===== config.mk =====
export PLATFORM = sky130hd
export DESIGN_NAME = dlist_engine
export DESIGN_NICKNAME = d
export VERILOG_FILES = /design/src/rtl/dle_pkg.sv /design/src/rtl/dle_cond.sv /design/src/rtl/dle_ptr.sv /design/src/rtl/dle_guard.sv /design/src/rtl/dlist_engine.sv
export SDC_FILE = /design/constraint.sdc
export NUM_CORES = 1
export LEC_CHECK = 0
export ABC_AREA = 1
export BUFFER_PORTS_ARGS = -buffer_cell sky130_fd_sc_hd__buf_2
export CAP_MARGIN = 25
export CORE_AREA = 2 2 96 89
export CTS_CLUSTER_DIAMETER = 80
export DETAILED_ROUTE_END_ITERATION = 10
export DIE_AREA = 0 0 98 91
export GPL_ROUTABILITY_DRIVEN = 0
export PLACE_DENSITY = 0.76
export SETUP_SLACK_MARGIN = 0.1
export SLEW_MARGIN = 5
export SYNTH_ARGS = -nofsm -noshare
export SYNTH_HDL_FRONTEND = slang
export SYNTH_SLANG_ARGS = --single-unit

===== constraint.sdc =====
create_clock -name clk -period 2.4 [get_ports clk]
set_input_delay 0.12 -clock clk [delete_from_list [all_inputs] [get_ports clk]]
set_output_delay 0.12 -clock clk [all_outputs]
set_load 0.01 [all_outputs]

===== src/rtl/dle_pkg.sv =====
package dle_pkg;
  localparam int unsigned WORD_W  = 16;
  localparam int unsigned RADDR_W = 9;

  typedef enum logic [1:0] {
    ST_HALT    = 2'd0,
    ST_HOLD    = 2'd1,
    ST_FETCH_A = 2'd2,
    ST_FETCH_B = 2'd3
  } dle_state_e;
endpackage


===== src/rtl/dle_cond.sv =====
module dle_cond
  import dle_pkg::*;
(
  input  logic [WORD_W-1:0] beam_i,
  input  logic [WORD_W-1:0] blit_stat_i,
  input  logic [WORD_W-1:0] cmd_a_i,
  input  logic [WORD_W-1:0] cmd_b_i,
  output logic              pass_o
);
  localparam int unsigned BUSY_BIT = 14;
  localparam int unsigned IGN_BIT  = WORD_W - 1;

  logic [WORD_W-1:0] mask;
  logic              raster_ok;
  logic              blit_ok;
  logic              unused_stat;

  always_comb begin
    mask      = {1'b1, cmd_b_i[WORD_W-2:1], 1'b0};
    raster_ok = (beam_i & mask) >= (cmd_a_i & mask);
    blit_ok   = !blit_stat_i[BUSY_BIT] || cmd_b_i[IGN_BIT];
    pass_o    = raster_ok && blit_ok;
  end

  assign unused_stat = ^{blit_stat_i[WORD_W-1], blit_stat_i[BUSY_BIT-1:0]};
endmodule


===== src/rtl/dle_ptr.sv =====
module dle_ptr #(
  parameter int unsigned AW = 10
) (
  input  logic          clk,
  input  logic          rst_n,
  input  logic          load_i,
  input  logic [AW-1:0] load_val_i,
  input  logic          step_i,
  output logic [AW-1:0] ptr_o
);
  logic [AW-1:0] ptr_q;
  logic [AW-1:0] ptr_d;
  logic          ptr_en;

  always_comb begin
    ptr_en = load_i || step_i;
    ptr_d  = load_i ? load_val_i : AW'(ptr_q + 1'b1);
  end

  always_ff @(posedge clk or negedge rst_n) begin
    if (!rst_n) begin
      ptr_q <= '0;
    end else if (ptr_en) begin
      ptr_q <= ptr_d;
    end
  end

  assign ptr_o = ptr_q;

  AST_PTR_STEP: assert property (@(posedge clk) disable iff (!rst_n)
    (step_i && !load_i) |=> (ptr_o == AW'($past(ptr_o) + 1'b1)));
endmodule


===== src/rtl/dle_guard.sv =====
module dle_guard
  import dle_pkg::*;
(
  input  logic [WORD_W-1:0]  cmd_a_i,
  input  logic               danger_en_i,
  output logic [RADDR_W-1:0] addr_o,
  output logic               fault_o
);
  localparam logic [RADDR_W-1:0] HARD_LIMIT = RADDR_W'(9'h010);
  localparam logic [RADDR_W-1:0] SOFT_LIMIT = RADDR_W'(9'h020);

  logic unused_bits;

  always_comb begin
    addr_o  = {cmd_a_i[RADDR_W-1:1], 1'b0};
    fault_o = (addr_o < HARD_LIMIT) || ((addr_o < SOFT_LIMIT) && !danger_en_i);
  end

  assign unused_bits = ^{cmd_a_i[WORD_W-1:RADDR_W], cmd_a_i[0]};
endmodule


===== src/rtl/dlist_engine.sv =====
module dlist_engine
  import dle_pkg::*;
#(
  parameter int unsigned AW = 10
) (
  input  logic               clk,
  input  logic               rst_n,
  input  logic               slot_i,
  input  logic [WORD_W-1:0]  beam_i,
  input  logic [WORD_W-1:0]  blit_stat_i,
  input  logic [AW-1:0]      start_addr_i,
  input  logic               restart_i,
  input  logic               danger_en_i,
  output logic [AW-1:0]      mem_addr_o,
  input  logic [WORD_W-1:0]  mem_data_i,
  output logic               reg_we_o,
  output logic [RADDR_W-1:0] reg_addr_o,
  output logic [WORD_W-1:0]  reg_data_o,
  output logic               slot_used_o
);
  dle_state_e         state_q, state_d;
  logic [WORD_W-1:0]  w1_q, w1_d;
  logic [WORD_W-1:0]  w2_q, w2_d;
  logic               skip_q, skip_d;
  logic               rsp_a_q, rsp_a_d;
  logic               rsp_b_q, rsp_b_d;
  logic               we_q, we_d;
  logic [RADDR_W-1:0] waddr_q, waddr_d;
  logic [WORD_W-1:0]  wdata_q, wdata_d;

  logic [WORD_W-1:0]  cond_b;
  logic               cond_pass;
  logic [RADDR_W-1:0] guard_addr;
  logic               guard_fault;
  logic               take_slot;

  // slot acceptance: only while fetching and no second-word response is outstanding
  always_comb begin
    take_slot = slot_i && !restart_i &&
                ((state_q == ST_FETCH_A) || ((state_q == ST_FETCH_B) && !rsp_b_q));
    cond_b    = (state_q == ST_HOLD) ? w2_q : mem_data_i;
  end

  dle_ptr #(.AW(AW)) ptr_i (
    .clk        (clk),
    .rst_n      (rst_n),
    .load_i     (restart_i),
    .load_val_i (start_addr_i),
    .step_i     (take_slot),
    .ptr_o      (mem_addr_o)
  );

  dle_cond cond_i (
    .beam_i      (beam_i),
    .blit_stat_i (blit_stat_i),
    .cmd_a_i     (w1_q),
    .cmd_b_i     (cond_b),
    .pass_o      (cond_pass)
  );

  dle_guard guard_i (
    .cmd_a_i     (w1_q),
    .danger_en_i (danger_en_i),
    .addr_o      (guard_addr),
    .fault_o     (guard_fault)
  );

  // next-state logic
  always_comb begin
    state_d = state_q;
    w1_d    = w1_q;
    w2_d    = w2_q;
    skip_d  = skip_q;
    rsp_a_d = 1'b0;
    rsp_b_d = 1'b0;
    we_d    = 1'b0;
    waddr_d = waddr_q;
    wdata_d = wdata_q;

    if (restart_i) begin
      state_d = ST_FETCH_A;
      skip_d  = 1'b0;
    end else begin
      if (rsp_a_q) begin
        w1_d = mem_data_i;
      end
      unique case (state_q)
        ST_HALT: ;
        ST_HOLD: begin
          if (slot_i && cond_pass) begin
            state_d = ST_FETCH_A;
          end
        end
        ST_FETCH_A: begin
          if (take_slot) begin
            state_d = ST_FETCH_B;
            rsp_a_d = 1'b1;
          end
        end
        ST_FETCH_B: begin
          if (rsp_b_q) begin
            w2_d   = mem_data_i;
            skip_d = 1'b0;
            if (!w1_q[0]) begin
              if (!skip_q && guard_fault) begin
                state_d = ST_HALT;
              end else begin
                state_d = ST_FETCH_A;
                if (!skip_q) begin
                  we_d    = 1'b1;
                  waddr_d = guard_addr;
                  wdata_d = mem_data_i;
                end
              end
            end else if (!mem_data_i[0]) begin
              state_d = ST_HOLD;
            end else begin
              skip_d  = cond_pass;
              state_d = ST_FETCH_A;
            end
          end else if (take_slot) begin
            rsp_b_d = 1'b1;
          end
        end
        default: state_d = ST_HALT;
      endcase
    end
  end

  // registers
  always_ff @(posedge clk or negedge rst_n) begin
    if (!rst_n) begin
      state_q <= ST_HALT;
      w1_q    <= '0;
      w2_q    <= '0;
      skip_q  <= 1'b0;
      rsp_a_q <= 1'b0;
      rsp_b_q <= 1'b0;
      we_q    <= 1'b0;
      waddr_q <= '0;
      wdata_q <= '0;
    end else begin
      state_q <= state_d;
      w1_q    <= w1_d;
      w2_q    <= w2_d;
      skip_q  <= skip_d;
      rsp_a_q <= rsp_a_d;
      rsp_b_q <= rsp_b_d;
      we_q    <= we_d;
      waddr_q <= waddr_d;
      wdata_q <= wdata_d;
    end
  end

  assign slot_used_o = take_slot;
  assign reg_we_o    = we_q;
  assign reg_addr_o  = waddr_q;
  assign reg_data_o  = wdata_q;

  AST_WE_EVEN: assert property (@(posedge clk) disable iff (!rst_n)
    reg_we_o |-> (reg_addr_o[0] == 1'b0));
  AST_WE_SINGLE: assert property (@(posedge clk) disable iff (!rst_n)
    reg_we_o |=> !reg_we_o);
  AST_WE_LEGAL: assert property (@(posedge clk) disable iff (!rst_n)
    reg_we_o |-> ((reg_addr_o >= 9'h020) || ((reg_addr_o >= 9'h010) && $past(danger_en_i))));
  AST_HOLD_BLOCKED: assert property (@(posedge clk) disable iff (!rst_n)
    ((state_q == ST_HOLD) && !restart_i && !(slot_i && cond_pass)) |=> (state_q == ST_HOLD));
  AST_HOLD_NO_SLOT: assert property (@(posedge clk) disable iff (!rst_n)
    (state_q == ST_HOLD) |-> !slot_used_o);
  AST_HALT_STAYS: assert property (@(posedge clk) disable iff (!rst_n)
    ((state_q == ST_HALT) && !restart_i) |=> (state_q == ST_HALT));
  AST_HALT_SILENT: assert property (@(posedge clk) disable iff (!rst_n)
    ((state_q == ST_HALT) && ($past(state_q) == ST_HALT)) |-> (!reg_we_o && !slot_used_o));
endmodule


==> run metrics <==
outcome=complete, no violations; post-DR wirelength/cell=15.5 um; Final min period=2370 ps; layout cells sized above 1=0.407; Critical Path Sink=state_q[0]$_DFFE_PN0P_; commonest non-fill, non-tap cells in the layout=nand2_1 (106), buf_2 (81), dfrtp_1 (71); Post-synth EDFFs=0; min-delay worst type=in -> reg; commonest non-fill, non-tap cell in the layout=nand2_1; Initial DRC Count=191; unrepaired setup endpoints after global routing=true; post-synthesis cell area=3730 um2; Worst EP arrival=2620 ps; Post-route DRC=0; crit end category=flop; Max Clock Freq=422 MHz; routed vias=3,387; Cell variety after synth=35; CTS Root Cell=clkbuf_8; Worst-Margin Slew=912 ps; Yosys reg bits=71; Clk Latency, worst-skew pair=360 ps; Synth area leaders=dfrtp_1 (48%), nand2_1 (13%), o21ai_0 (7.2%), ha_1 (5.4%), o21ai_2 (4.5%); die area=8920 um2; die extent in y=91 um; Setup CP Type=reg -> reg; period utilization=0.988; startpoint types=flop; Die X-Extent=98 um; dpl ws=82.4 ps; post-route setup slack=28.8 ps; final hold vios=0; Gate Count Post-Synth=445; DRT Pass-1 Iters=4; synthesis warning total=0; CTS Buf Count=9; WL final=9950 um; CORE AREA=7870 um2; Initial Utilization=0.474; synthesis-to-finish area growth=33.1%; Worst R2R Setup Slack=30 ps; main flop type after synthesis=dfrtp_1; Overflow after GRT=0; # IOs=100; final net count=616; CTS Buffer Depth=2; reg2reg end=state_q[0]$_DFFE_PN0P_; asr flop ratio synth=1.00; initial antenna violation count=0; Detail Route Antenna Nets=0; I/O Buffers=82; crit path max fanout=7; Rel. slew slack=0.392; largest area contributor in the netlist=dfrtp_1; register area share after synthesis=0.476; leakage power=2.49 nW; number of global-route vias before repair=3,249; Worst Path Required=2640 ps; CP Launch Point=state_q[1]$_DFFE_PN0P_; first-pass GRT wire length=14,900 um; max-cap violations=0; maximum VDD drop=0.000527 V; Avg Inst Size Synth=8.39 um2; Reg clk slew, reported paths=80 ps; final setup vio count=0; pin count of the biggest net entering global routing=72; Final Util=0.631; Rows=31; vias per cell=5.29; Reg2Reg Depth=18; CTS Sinks=71; Final Max Tran Viols=0; Synth top area share=0.476; DP HPWL=5650 um; All-Layer GR Usage=0.208; CTS tree=built; power per cell area=974 nW/um2; CTS H-tree lvls=3; worst flop-to-flop path startpoint=state_q[1]$_DFFE_PN0P_; Worst Skew=8.67 ps; Diodes inserted=0; Post-Syn Nets=524
==> how the worst min path moves through the flow <==
| stage | start | cells after the start | end |
|---|---|---|---|
| floorplan | rst_n | 0 | ptr_i.ptr_o[0]$_DFFE_PN0P_ |
| global placement | rst_n | 1 | reg_data_o[10]$_DFFE_PN0P_ |
| detailed placement | rst_n | 1 | reg_data_o[2]$_DFFE_PN0P_ |
| CTS | start_addr_i[4] | 3 | ptr_i.ptr_o[4]$_DFFE_PN0P_ |
| global route | start_addr_i[6] | 3 | ptr_i.ptr_o[6]$_DFFE_PN0P_ |
| finish | start_addr_i[4] | 3 | ptr_i.ptr_o[4]$_DFFE_PN0P_ |
==> logic make-up (layout without fill, tap and decap cells) <==
logic type / count (synthesis) / after routing / synth area share
simple gates: 199 / 199 / 0.233
compound gates: 97 / 97 / 0.159
flops: 71 / 71 / 0.476
buf+inv: 59 / 155 / 0.0731
fa+ha+maj: 16 / 16 / 0.0536
xor+xnor: 2 / 2 / 0.00469
other cells: 1 / 1 / 0.00100
==> synth_stat cells (2+ instances only) <==
cell type,count
and2_1,14
inv_1,36
nor2_4,3
ha_1,16
clkbuf_1,7
o21a_1,2
nand2_1,131
o211ai_1,5
nor2_1,20
nand3_1,13
o21ai_0,54
buf_4,5
nand4_1,3
nor3_1,4
buf_6,4
nand2_2,7
dfrtp_1,71
inv_2,5
a21oi_1,10
o21ai_2,19
o22ai_1,2
==> worst max-delay path, cell delays in order, from the launching register on <==
cell and delay (ps):
dfrtp_1 410, nor2_4 190, buf_12 140, buf_16 120, nand2_1 60, o21ai_2 80
nand2_2 100, ha_4 290, nand2_1 70, nor2_2 140, nand2_2 80, nor2_2 100
nor2_1 70, nand3_2 80, nand3_2 70, nand2_2 100, nand2_2 50, nand2_1 60
nand2_1 40
==> layer usage <==
metal | vias up | share of wire | track usage
li1 | 1624 | - | -
met4 | 0 | 0.027 | 0.0694
met5 | - | 0 | 0
met3 | 22 | 0.043 | 0.0662
met2 | 90 | 0.51 | 0.336
met1 | 1651 | 0.43 | 0.267
==> state kept, by name, summed over array words and instances, names as in the netlist <==
register	count
reg_data_o	16
skip_q	1
state_q	2
w1_q	16
reg_addr_o	8
w2_q	15
ptr_i.ptr_o	10
reg_we_o	1
rsp_a_q	1
rsp_b_q	1
==> cell type report <==
type,instances,area (um2)
Sequential cell,71,1780
Tap cell,99,124
Inverter,42,161
Clock buffer,10,138
Timing Repair Buffer,98,633
Multi-Input combinational cell,315,2050
Clock inverter,5,81.3
Fill cell,626,2910
==> per-stage QoR <==
stage / power (mW) / area [um2] / cells / setup TNS, ps / hold slack [ps]
floorplan: 2.77 / 3740 / 445 / 0 / -176
global placement: 3.16 / 4210 / 614 / 0 / 300
detailed placement: 3.23 / 4210 / 614 / 0 / 311
CTS: 4.50 / 4660 / 640 / 0 / 1.15
global route: 5.14 / 4970 / 640 / -116 / 24.3
finish: 4.84 / 4970 / 640 / 0 / 7.49
==> report_power, final <==
group / leakage, nW / total (mW) / internal, mW / switching [mW]
Clock: 0.109 / 1.09 / 0.610 / 0.478
Combinational: 1.45 / 1.87 / 0.829 / 1.04
Sequential: 0.929 / 1.88 / 1.58 / 0.296
==> what timing repair did <==
item                                    CTS  global route
gates cloned                              3             0
hold buffers                              3             0
gates resized for setup                  24            72
endpoints found under the setup margin    2             3
buffers inserted                          5             0
hold endpoints to repair                 73             0
pin swaps                                24            35
(Power assumes the default switching activity.)
